===== src/rtl/vat_pkg.sv =====
// Shared sizes and types for the virtual address translator.
// Assumes power-of-two set and way counts.
package vat_pkg;
    parameter int VA_W  = 14;
    parameter int PA_W  = 12;
    parameter int OFF_W = 6;
    parameter int SETS  = 4;
    parameter int WAYS  = 4;

    localparam int VPN_W = VA_W - OFF_W;
    localparam int PPN_W = PA_W - OFF_W;
    localparam int SET_W = $clog2(SETS);
    localparam int TAG_W = VPN_W - SET_W;
    localparam int WAY_W = $clog2(WAYS);
    localparam int PT_DEPTH = 1 << VPN_W;

    typedef enum logic [1:0] {
        ACC_READ  = 2'd0,
        ACC_WRITE = 2'd1,
        ACC_EXEC  = 2'd2
    } acc_e;

    // Page-table entry; packed order fixes the bit layout of the write port.
    typedef struct packed {
        logic             valid;
        logic             kern_only;
        logic             can_x;
        logic             can_w;
        logic             can_r;
        logic [PPN_W-1:0] ppn;
    } pte_t;

    typedef struct packed {
        logic             valid;
        logic [TAG_W-1:0] tag;
        pte_t             pte;
    } tlb_ent_t;
endpackage


===== src/rtl/vat_page_table.sv =====
// Register-held single-level page table, one entry per virtual page.
// Write port is synchronous; read port is combinational. Reset clears all entries.
module vat_page_table
    import vat_pkg::*;
(
    input  logic             clk,
    input  logic             rst_n,
    input  logic             wr_en,
    input  logic [VPN_W-1:0] wr_idx,
    input  pte_t             wr_pte,
    input  logic [VPN_W-1:0] rd_idx,
    output pte_t             rd_pte
);
    pte_t table_q [PT_DEPTH];

    // Store software-written entries; reset marks every page non-resident.
    always_ff @(posedge clk) begin
        if (!rst_n) begin
            for (int i = 0; i < PT_DEPTH; i++) table_q[i] <= '0;
        end else if (wr_en) begin
            table_q[wr_idx] <= wr_pte;
        end
    end

    // Present the entry selected by the walk.
    assign rd_pte = table_q[rd_idx];
endmodule


===== src/rtl/vat_perm_check.sv =====
// Combinational permission check of one entry against an access.
// Assumes access code 3 is never legal.
module vat_perm_check
    import vat_pkg::*;
(
    input  logic       ent_valid,
    input  logic       can_r,
    input  logic       can_w,
    input  logic       can_x,
    input  logic       kern_only,
    input  logic [1:0] acc,
    input  logic       user,
    output logic       allow
);
    logic type_ok;

    // Pick the right-bit for the requested access type.
    always_comb begin
        case (acc)
            ACC_READ:  type_ok = can_r;
            ACC_WRITE: type_ok = can_w;
            ACC_EXEC:  type_ok = can_x;
            default:   type_ok = 1'b0;
        endcase
    end

    assign allow = ent_valid && type_ok && !(user && kern_only);
endmodule


===== src/rtl/vat_tlb.sv =====
// Set-associative lookaside buffer: combinational lookup, synchronous refill,
// single-page invalidate and full flush. Flush outranks invalidate and refill.
// Assumes the caller never refills a page that is already present.
module vat_tlb
    import vat_pkg::*;
(
    input  logic             clk,
    input  logic             rst_n,
    input  logic [VPN_W-1:0] lk_vpn,
    output logic             lk_hit,
    output pte_t             lk_pte,
    input  logic             fill_en,
    input  logic [VPN_W-1:0] fill_vpn,
    input  pte_t             fill_pte,
    input  logic             inv_en,
    input  logic [VPN_W-1:0] inv_vpn,
    input  logic             flush
);
    tlb_ent_t         ent_q [SETS][WAYS];
    logic [WAY_W-1:0] rr_q  [SETS];

    logic [SET_W-1:0] lk_set, fill_set, inv_set;
    logic [TAG_W-1:0] lk_tag, fill_tag, inv_tag;
    logic [WAYS-1:0]  way_match;
    logic             free_found;
    logic [WAY_W-1:0] free_way, victim;

    assign lk_set   = lk_vpn[SET_W-1:0];
    assign lk_tag   = lk_vpn[VPN_W-1:SET_W];
    assign fill_set = fill_vpn[SET_W-1:0];
    assign fill_tag = fill_vpn[VPN_W-1:SET_W];
    assign inv_set  = inv_vpn[SET_W-1:0];
    assign inv_tag  = inv_vpn[VPN_W-1:SET_W];

    // One tag comparator per way of the addressed set.
    for (genvar w = 0; w < WAYS; w++) begin : g_cmp
        assign way_match[w] = ent_q[lk_set][w].valid && (ent_q[lk_set][w].tag == lk_tag);
    end

    // Select the entry of the matching way.
    always_comb begin
        lk_pte = '0;
        for (int w = 0; w < WAYS; w++) begin
            if (way_match[w]) lk_pte = ent_q[lk_set][w].pte;
        end
        lk_hit = |way_match;
    end

    // Find the lowest free way of the refill set.
    always_comb begin
        free_found = 1'b0;
        free_way   = '0;
        for (int w = WAYS - 1; w >= 0; w--) begin
            if (!ent_q[fill_set][w].valid) begin
                free_found = 1'b1;
                free_way   = WAY_W'(w);
            end
        end
        victim = free_found ? free_way : rr_q[fill_set];
    end

    // Update entries and replacement pointers.
    always_ff @(posedge clk) begin
        if (!rst_n) begin
            for (int s = 0; s < SETS; s++) begin
                rr_q[s] <= '0;
                for (int w = 0; w < WAYS; w++) ent_q[s][w] <= '0;
            end
        end else if (flush) begin
            for (int s = 0; s < SETS; s++) begin
                for (int w = 0; w < WAYS; w++) ent_q[s][w].valid <= 1'b0;
            end
        end else begin
            if (inv_en) begin
                for (int w = 0; w < WAYS; w++) begin
                    if (ent_q[inv_set][w].valid && ent_q[inv_set][w].tag == inv_tag)
                        ent_q[inv_set][w].valid <= 1'b0;
                end
            end
            if (fill_en) begin
                ent_q[fill_set][victim] <= '{valid: 1'b1, tag: fill_tag, pte: fill_pte};
                if (!free_found) rr_q[fill_set] <= rr_q[fill_set] + 1'b1;
            end
        end
    end
endmodule


===== src/rtl/vat_translator.sv =====
// Top of the translator. A hit is answered one cycle after acceptance; a miss
// spends one stall cycle reading the page table, then answers and refills.
// Assumes software avoids writing the entry of a page being requested in the same cycle.
module vat_translator
    import vat_pkg::*;
(
    input  logic             clk,
    input  logic             rst_n,
    input  logic             req_valid,
    output logic             req_ready,
    input  logic [VA_W-1:0]  req_va,
    input  logic [1:0]       req_acc,
    input  logic             req_user,
    output logic             rsp_valid,
    output logic [PA_W-1:0]  rsp_pa,
    output logic             rsp_hit,
    output logic             rsp_fault,
    output logic             rsp_prot,
    input  logic             pt_we,
    input  logic [VPN_W-1:0] pt_idx,
    input  logic [10:0]      pt_wdata,
    input  logic             tlb_flush
);
    logic             walking_q;
    logic [VA_W-1:0]  held_va_q;
    logic [1:0]       held_acc_q;
    logic             held_user_q;

    logic             accept, tlb_hit, hit_ok, walk_ok, fill_en, wr_hits_walk;
    logic [VPN_W-1:0] req_vpn, held_vpn;
    pte_t             tlb_pte, pt_pte, wr_pte;

    assign req_ready    = !walking_q;
    assign accept       = req_valid && req_ready;
    assign req_vpn      = req_va[VA_W-1:OFF_W];
    assign held_vpn     = held_va_q[VA_W-1:OFF_W];
    assign wr_pte       = pte_t'(pt_wdata);
    assign wr_hits_walk = pt_we && (pt_idx == held_vpn);
    assign fill_en      = walking_q && pt_pte.valid && !wr_hits_walk && !tlb_flush;

    vat_page_table u_pt (
        .clk(clk), .rst_n(rst_n),
        .wr_en(pt_we), .wr_idx(pt_idx), .wr_pte(wr_pte),
        .rd_idx(held_vpn), .rd_pte(pt_pte)
    );

    vat_tlb u_tlb (
        .clk(clk), .rst_n(rst_n),
        .lk_vpn(req_vpn), .lk_hit(tlb_hit), .lk_pte(tlb_pte),
        .fill_en(fill_en), .fill_vpn(held_vpn), .fill_pte(pt_pte),
        .inv_en(pt_we), .inv_vpn(pt_idx),
        .flush(tlb_flush)
    );

    vat_perm_check u_hit_perm (
        .ent_valid(tlb_pte.valid), .can_r(tlb_pte.can_r), .can_w(tlb_pte.can_w),
        .can_x(tlb_pte.can_x), .kern_only(tlb_pte.kern_only),
        .acc(req_acc), .user(req_user), .allow(hit_ok)
    );

    vat_perm_check u_walk_perm (
        .ent_valid(pt_pte.valid), .can_r(pt_pte.can_r), .can_w(pt_pte.can_w),
        .can_x(pt_pte.can_x), .kern_only(pt_pte.kern_only),
        .acc(held_acc_q), .user(held_user_q), .allow(walk_ok)
    );

    // Sequence requests and register the response.
    always_ff @(posedge clk) begin
        if (!rst_n) begin
            walking_q   <= 1'b0;
            held_va_q   <= '0;
            held_acc_q  <= '0;
            held_user_q <= 1'b0;
            rsp_valid   <= 1'b0;
            rsp_pa      <= '0;
            rsp_hit     <= 1'b0;
            rsp_fault   <= 1'b0;
            rsp_prot    <= 1'b0;
        end else begin
            rsp_valid <= 1'b0;
            if (walking_q) begin
                walking_q <= 1'b0;
                rsp_valid <= 1'b1;
                rsp_hit   <= 1'b0;
                rsp_fault <= !pt_pte.valid;
                rsp_prot  <= pt_pte.valid && !walk_ok;
                rsp_pa    <= walk_ok ? {pt_pte.ppn, held_va_q[OFF_W-1:0]} : '0;
            end else if (accept) begin
                if (tlb_hit) begin
                    rsp_valid <= 1'b1;
                    rsp_hit   <= 1'b1;
                    rsp_fault <= 1'b0;
                    rsp_prot  <= !hit_ok;
                    rsp_pa    <= hit_ok ? {tlb_pte.ppn, req_va[OFF_W-1:0]} : '0;
                end else begin
                    walking_q   <= 1'b1;
                    held_va_q   <= req_va;
                    held_acc_q  <= req_acc;
                    held_user_q <= req_user;
                end
            end
        end
    end
endmodule


===== config.mk =====
export PLATFORM = sky130hd
export DESIGN_NAME = vat_translator
export DESIGN_NICKNAME = d
export VERILOG_FILES = /design/src/rtl/vat_pkg.sv /design/src/rtl/vat_page_table.sv /design/src/rtl/vat_perm_check.sv /design/src/rtl/vat_tlb.sv /design/src/rtl/vat_translator.sv
export SDC_FILE = /design/constraint.sdc
export NUM_CORES = 2
export LEC_CHECK = 0
export ABC_AREA = 0
export BUFFER_PORTS_ARGS = -buffer_cell sky130_fd_sc_hd__buf_2
export CAP_MARGIN = 10
export CORE_ASPECT_RATIO = 0.9
export CORE_MARGIN = 3
export CORE_UTILIZATION = 37
export CTS_CLUSTER_SIZE = 12
export DETAILED_ROUTE_END_ITERATION = 12
export SETUP_SLACK_MARGIN = 0.05
export SLEW_MARGIN = 20
export SYNTH_ARGS = -nofsm -noshare
export SYNTH_HDL_FRONTEND = slang
export SYNTH_SLANG_ARGS = --single-unit

===== constraint.sdc =====
create_clock -name clk -period 3.8 [get_ports clk]
set_input_delay 0.76 -clock clk [delete_from_list [all_inputs] [get_ports clk]]
set_output_delay 0.76 -clock clk [all_outputs]
set_load 0.02 [all_outputs]

# ---- Word level (Yosys, flattened, before mapping)
# Memory sizes are Yosys's and may differ from the RTL's. A register that Yosys moved wholly into a read port is not among the register bits.
# Cells that the tools add are included.
dict set report word_totals {
  regBits 34
  mem_bits_rw 3112
  inputBits 41
  wordCells 194
  n_memories 3
}
# name depth word_bits read_ports rd_ports_with_merged_regs wr line_no
set mem_list {}
lappend mem_list {u_pt.table_q 256 11 1 1 256 vat_page_table.sv:14} ;# pte_t table_q [PT_DEPTH];
lappend mem_list {u_tlb.ent_q 4 72 3 1 4 vat_tlb.sv:19} ;# tlb_ent_t ent_q [SETS][WAYS];
lappend mem_list {u_tlb.rr_q 4 2 1 1 4 vat_tlb.sv:20} ;# logic [WAY_W-1:0] rr_q [SETS];
dict set report op_classes {
  n_addsub 1
  magnitude_cmp 2
  n_eq_ne 13
  muxes 102
  n_bitwise 21
  reduce_logical 43
}
# op count
set ops {}
lappend ops {{two-way mux 72 bit} 4}
lappend ops {{OR reduction 72 bit} 2}
lappend ops {{two-way mux 1 bit} 67}
lappend ops {{two-way mux 12 bit} 5}
lappend ops {{two-way mux 11 bit} 5}
lappend ops {{== test 6 bit} 8}
lappend ops {{demux 18 bit (select 2 bit)} 1}
lappend ops {{two-way mux 2 bit} 13}
lappend ops {{two-way mux 8 bit} 3}
lappend ops {{logical AND 1 bit} 21}
lappend ops {{two-way mux 18 bit} 1}
lappend ops {{OR 1 bit} 16}
lappend ops {{OR reduction 11 bit} 1}
lappend ops {{== test 8 bit} 1}
lappend ops {{logical NOT 1 bit} 8}
lappend ops {{case mux 1 bit (3 select lines)} 2}
lappend ops {{two-way mux 5 bit} 1}
lappend ops {{== test 2 x 1 -> 1 bit, second input constant} 2}
lappend ops {{== test 2 bit, second input constant} 2}
lappend ops {{logical NOT 2 bit} 2}
lappend ops {{inverter 1 bit} 4}
lappend ops {{AND reduction 2 bit} 2}
lappend ops {{nonzero test 2 bit} 2}
lappend ops {{OR reduction 2 bit} 2}
lappend ops {{7 further kinds} 7}

# ---- Logic depth before layout (Yosys ltp)
# An unclocked memory read counts as a cell.
dict set report depth {
  depth_word 14
  mapped_depth 18
  depth_no_buf 9
}

# ---- Hierarchy
# Synthesis repeated with hierarchy kept, for this count alone.
dict set report hier_totals {
  cells_unflattened 10018
  area_unflattened_um2 146800.8
}
# module instances cells_per_inst area_each_um2 seq_area_each_um2
set modules_own_cells {}
lappend modules_own_cells {vat_page_table 1 8796 130233.7 84561.1}
lappend modules_own_cells {vat_tlb 1 1039 15051.9 8728.4}
lappend modules_own_cells {vat_translator 1 173 1450.1 680.7}
lappend modules_own_cells {vat_perm_check 2 5 32.5 0.0}

# ---- Worst setup path before layout
# OpenSTA, ideal clock, no wires.
dict set report synth_path {
  kind {in2reg}
  from {input port pt_idx[0]}
  to {memory u_pt.table_q[165][0] (netlist bit) (enable)}
  setup_time_ps 394
  t_arrival_ps 3414
  t_required_ps 3406
  slack_ps -8
  path_stages 8
  cell_sequence {clkbuf_1 -> buf_1 -> nor2b_1 -> clkbuf_1 -> nand2_1 -> clkbuf_1 -> clkbuf_1 -> o21ai_0}
}
# element line_no
set synth_lines {}
lappend synth_lines {{start, declared} vat_translator.sv:20} ;# input logic [VPN_W-1:0] pt_idx,
lappend synth_lines {{end, declared} vat_page_table.sv:14}

==> results.toml <==
[run_status]
status = "complete, but fails checks"
violations = "negative setup slack"

[timing]
fin_tns_setup_ps = -1960
relSlewSlack_pct = 22.1
setup_repair_after_global_routing_missed_its_margin = "yes"
finalWorstSetupSlack_ps = -83.4
clock-skew-final_ps = 57.7
fmax_mhz = 258
final_worst_path_cycle_share_pct = 102
finalHoldViolations = 0
timing.final.crit_period_ps = 3880
drv_slew = 0
tightest_slew_ps = 1170
fin_hold_ws_ps = 115
finalSetupViolCount = 66

[worst_setup_path]
startpoint_type = "flop"
critPathCaptureType = "flop"
cp.required_ps = 4480
timing.setup.critical_path_class = "reg -> reg"
cp_max_fo = 8
arrival_ps = 4560

[clock_network]
worstSkewPairLatency_ps = 970
htree_levels = 5
worst_setup_hold_path_clk_slew_ps = 60
cts.sink_count = 3154
tritoncts = "built"
clockRootBuffer = "sky130_fd_sc_hd__clkbuf_16"
clock_buffer_count_from_cts = 330
clock_path_buffers = 4

[global_routing]
pin_count_of_the_biggest_net_entering_global_routing = 128
gr-total-overflow = 0
first_pass_grt_wire_length_um = 707000
number_of_antenna_violations_at_the_first_check_in_global_routing = 31
gr-usage-all-layers_pct = 24.3
first_global_vias = 90900

[yosys]
postSynthAreaPerCell_um2 = 14.6
synth_compound_gate_area_share_pct = 3.33
synthArstFlopShare_pct = 0
post-synth-top-area-fraction_pct = 63.3
ys_top_cells_by_count = "3096 x sky130_fd_sc_hd__edfxtp_1, 2706 x sky130_fd_sc_hd__and2_1, 778 x sky130_fd_sc_hd__clkbuf_1, 687 x sky130_fd_sc_hd__mux4_2, 587 x sky130_fd_sc_hd__nor2_1"
ys.flop_type = "sky130_fd_sc_hd__edfxtp_1"
number_of_enable_flip_flop_cells_after_synthesis = 3096
synthesis.area_mm2 = 0.147
synth_simple_gate_area_share_pct = 15.4
xor_xnor_fraction_of_synth_area_pct = 0.346
yosys.cell_count.top_type = "sky130_fd_sc_hd__edfxtp_1"
largest_family_of_logic_cells_by_synthesized_area = "simple AND/OR/NAND/NOR gates"
synth_seq_cells = 3154
yosys.area_share.adder_pct = 0
synth.distinct_cells = 91
synth_seq_area_share_pct = 64.1
postSynthCellCount = 10100
synth_top_cells_by_area = "sky130_fd_sc_hd__edfxtp_1 63%, sky130_fd_sc_hd__and2_1 12%, sky130_fd_sc_hd__mux4_2 11%, sky130_fd_sc_hd__mux2i_1 2.0%, sky130_fd_sc_hd__clkbuf_1 2.0%"
synth.net_count = 10100
synth_warnings = 0
yosysTopAreaCell = "sky130_fd_sc_hd__edfxtp_1"
synthMuxAreaShare_pct = 13.5

[die]
fp.coreArea_mm2 = 0.394
die_width_um = 670
initial_utilization_pct = 37.3
row_count = 218
floorplan.die.height_um = 604
fp.dieArea_mm2 = 0.405
num_io_pins = 58

[power]
p_clk_share_pct = 38.4
power-per-cell-area_mw_per_mm2 = 460
totalPowerFinal_w = 0.0799
ir_drop_worst_case_vdd_v = 0.000346
combinationalPowerShare_pct = 11.1
switching_share_pct = 25.0
power.switching_w = 0.0200
internal_power_w = 0.0600
power.sequential.fraction_pct = 50.5
p_leak_nw = 60.6

[routing]
detailroute.via_count = 93000
first_pass_iters = 8
routedWlPerCell_um = 31.4
avgViaCountPerCell = 5.72
post-route-drc-count = 0
detail_route.iter0.violations = 13900
routed_wirelength_um = 510000
detail-route-antenna-nets = 0

[cells_and_area]
fill_cells = 34500
number_of_nets_in_the_layout = 10800
areaGrowthSynthToFinish_pct = 18.3
footprint_of_the_flip_flops_and_latches_mm2 = 0.0942
multiInputGateArea_mm2 = 0.0492
share_of_final_layout_standard_cells_stronger_than_drive_strength_1_pct = 25.8
final_core_utilization_pct = 44.2

[placed_design]
portBuffers = 57
place_ws_ps = -1170
gp_routability_congestion = 0.966
detailedPlacementHpwl_um = 341000

[job]
maxCapViolCount = 0

[min_path]
hold_path_class = "in -> reg"
## final timing paths
kind | startpoint | end | slack, ps | cells after the start
max | flop | u_tlb.ent_q[3][19] | -80 | 15
min | req_va[2] | rsp_pa[2] | 110 | 3
max reg2reg | flop | u_tlb.ent_q[3][19] | -80 | 15
min reg2reg | rsp_pa[0] | rsp_pa[0] | 480 | 2
## critical path, cell delays in order, from the launching register on
cell and delay (ps):
sky130_fd_sc_hd__dfxtp_4 370, sky130_fd_sc_hd__buf_12 210, sky130_fd_sc_hd__buf_16 170, sky130_fd_sc_hd__buf_8 120, sky130_fd_sc_hd__buf_12 130, sky130_fd_sc_hd__mux4_2 500, sky130_fd_sc_hd__o211ai_1 410, sky130_fd_sc_hd__buf_4 270
sky130_fd_sc_hd__nand3_2 90, sky130_fd_sc_hd__buf_6 150, sky130_fd_sc_hd__nor3_2 110, sky130_fd_sc_hd__a21oi_1 70, sky130_fd_sc_hd__mux2i_2 290, sky130_fd_sc_hd__and4_4 380, sky130_fd_sc_hd__clkbuf_16 230, sky130_fd_sc_hd__nor2_1 60
## sequential cells by signal, summed over array words and instances, names as in the netlist, named ones only
signal,cells
u_tlb.ent_q,288
rsp_prot,1
u_pt.table_q,2816
rsp_hit,1
rsp_fault,1
u_tlb.rr_q,8
rsp_pa,12
walking_q,1
held_va_q,14
held_user_q,1
rsp_valid,1
held_acc_q,2
## final cells by class
cell class / count / area share [%]
tap: 5280 / 3.80
timing repair buffer: 1387 / 7.99
inverter: 49 / 0.110
clock buffer: 431 / 5.05
multi-input combinational: 5813 / 28.3
clock inverter: 120 / 0.595
antenna: 11 / 0.0158
sequential: 3154 / 54.1
## routing by layer
layer / global-route usage (%) / part of all wire, % / up-vias
met5: 0 / 0.0071 / -
met4: 9.26 / 4.3 / 6
met3: 5.59 / 11 / 910
met2: 37.1 / 45 / 5426
met1: 33.8 / 39 / 48400
li1: - / - / 38300
## power by group through the flow
stage,logic [W],clock network [W],registers [W]
2_1_floorplan,0.00398,0,0.0408
3_3_place_gp,0.00796,0,0.0410
3_5_place_dp,0.00801,0,0.0411
4_1_cts,0.00824,0.0310,0.0403
5_1_grt,0.00907,0.0323,0.0405
6_report,0.00890,0.0307,0.0404
## per-stage QoR
stage	std cells	instance area, um^2
after floorplan	10100	147000
after global placement	15500	160000
after detailed placement	15500	160000
after CTS	16100	171000
after global routing	16200	174000
final	16200	174000
## placed cells by master, fill, tap and decap left out, drive strengths merged, types with 11 or more instances in the layout
master	count
edfxtp	3096
and2	2706
buf	1340
mux4	714
nor2	589
clkbuf	476
o21ai	309
mux2i	294
nand2	221
and3	138
a22oi	109
clkinv	93
a21oi	79
nand3	79
mux2	63
inv	62
o211ai	60
dfxtp	58
nor2b	56
o221ai	53
xnor2	32
o22ai	30
nand2b	29
nor3	28
nand4	27
xor2	26
nor4	24
a221oi	18
a211oi	16
a31oi	15
a22o	12
diode	11
or2	11
## kinds of logic after synthesis
logic type / Yosys count
buffers and inverters: 1099
and+or+nand+nor: 3935
xor gates and xnor gates: 58
muxes: 1071
AOI/OAI and AO/OA: 749
DFF: 3154
## what timing repair did
item / in CTS / in global routing
endpoints found under the hold margin: 0 / 0
pin swaps: 13 / 65
gates resized for setup: 125 / 267
hold buffers: 0 / 0
cloned: 5 / 35
setup endpoints to repair: 590 / 557
setup buffers: 27 / 85
Note: power is estimated with default switching activity, not from simulation.
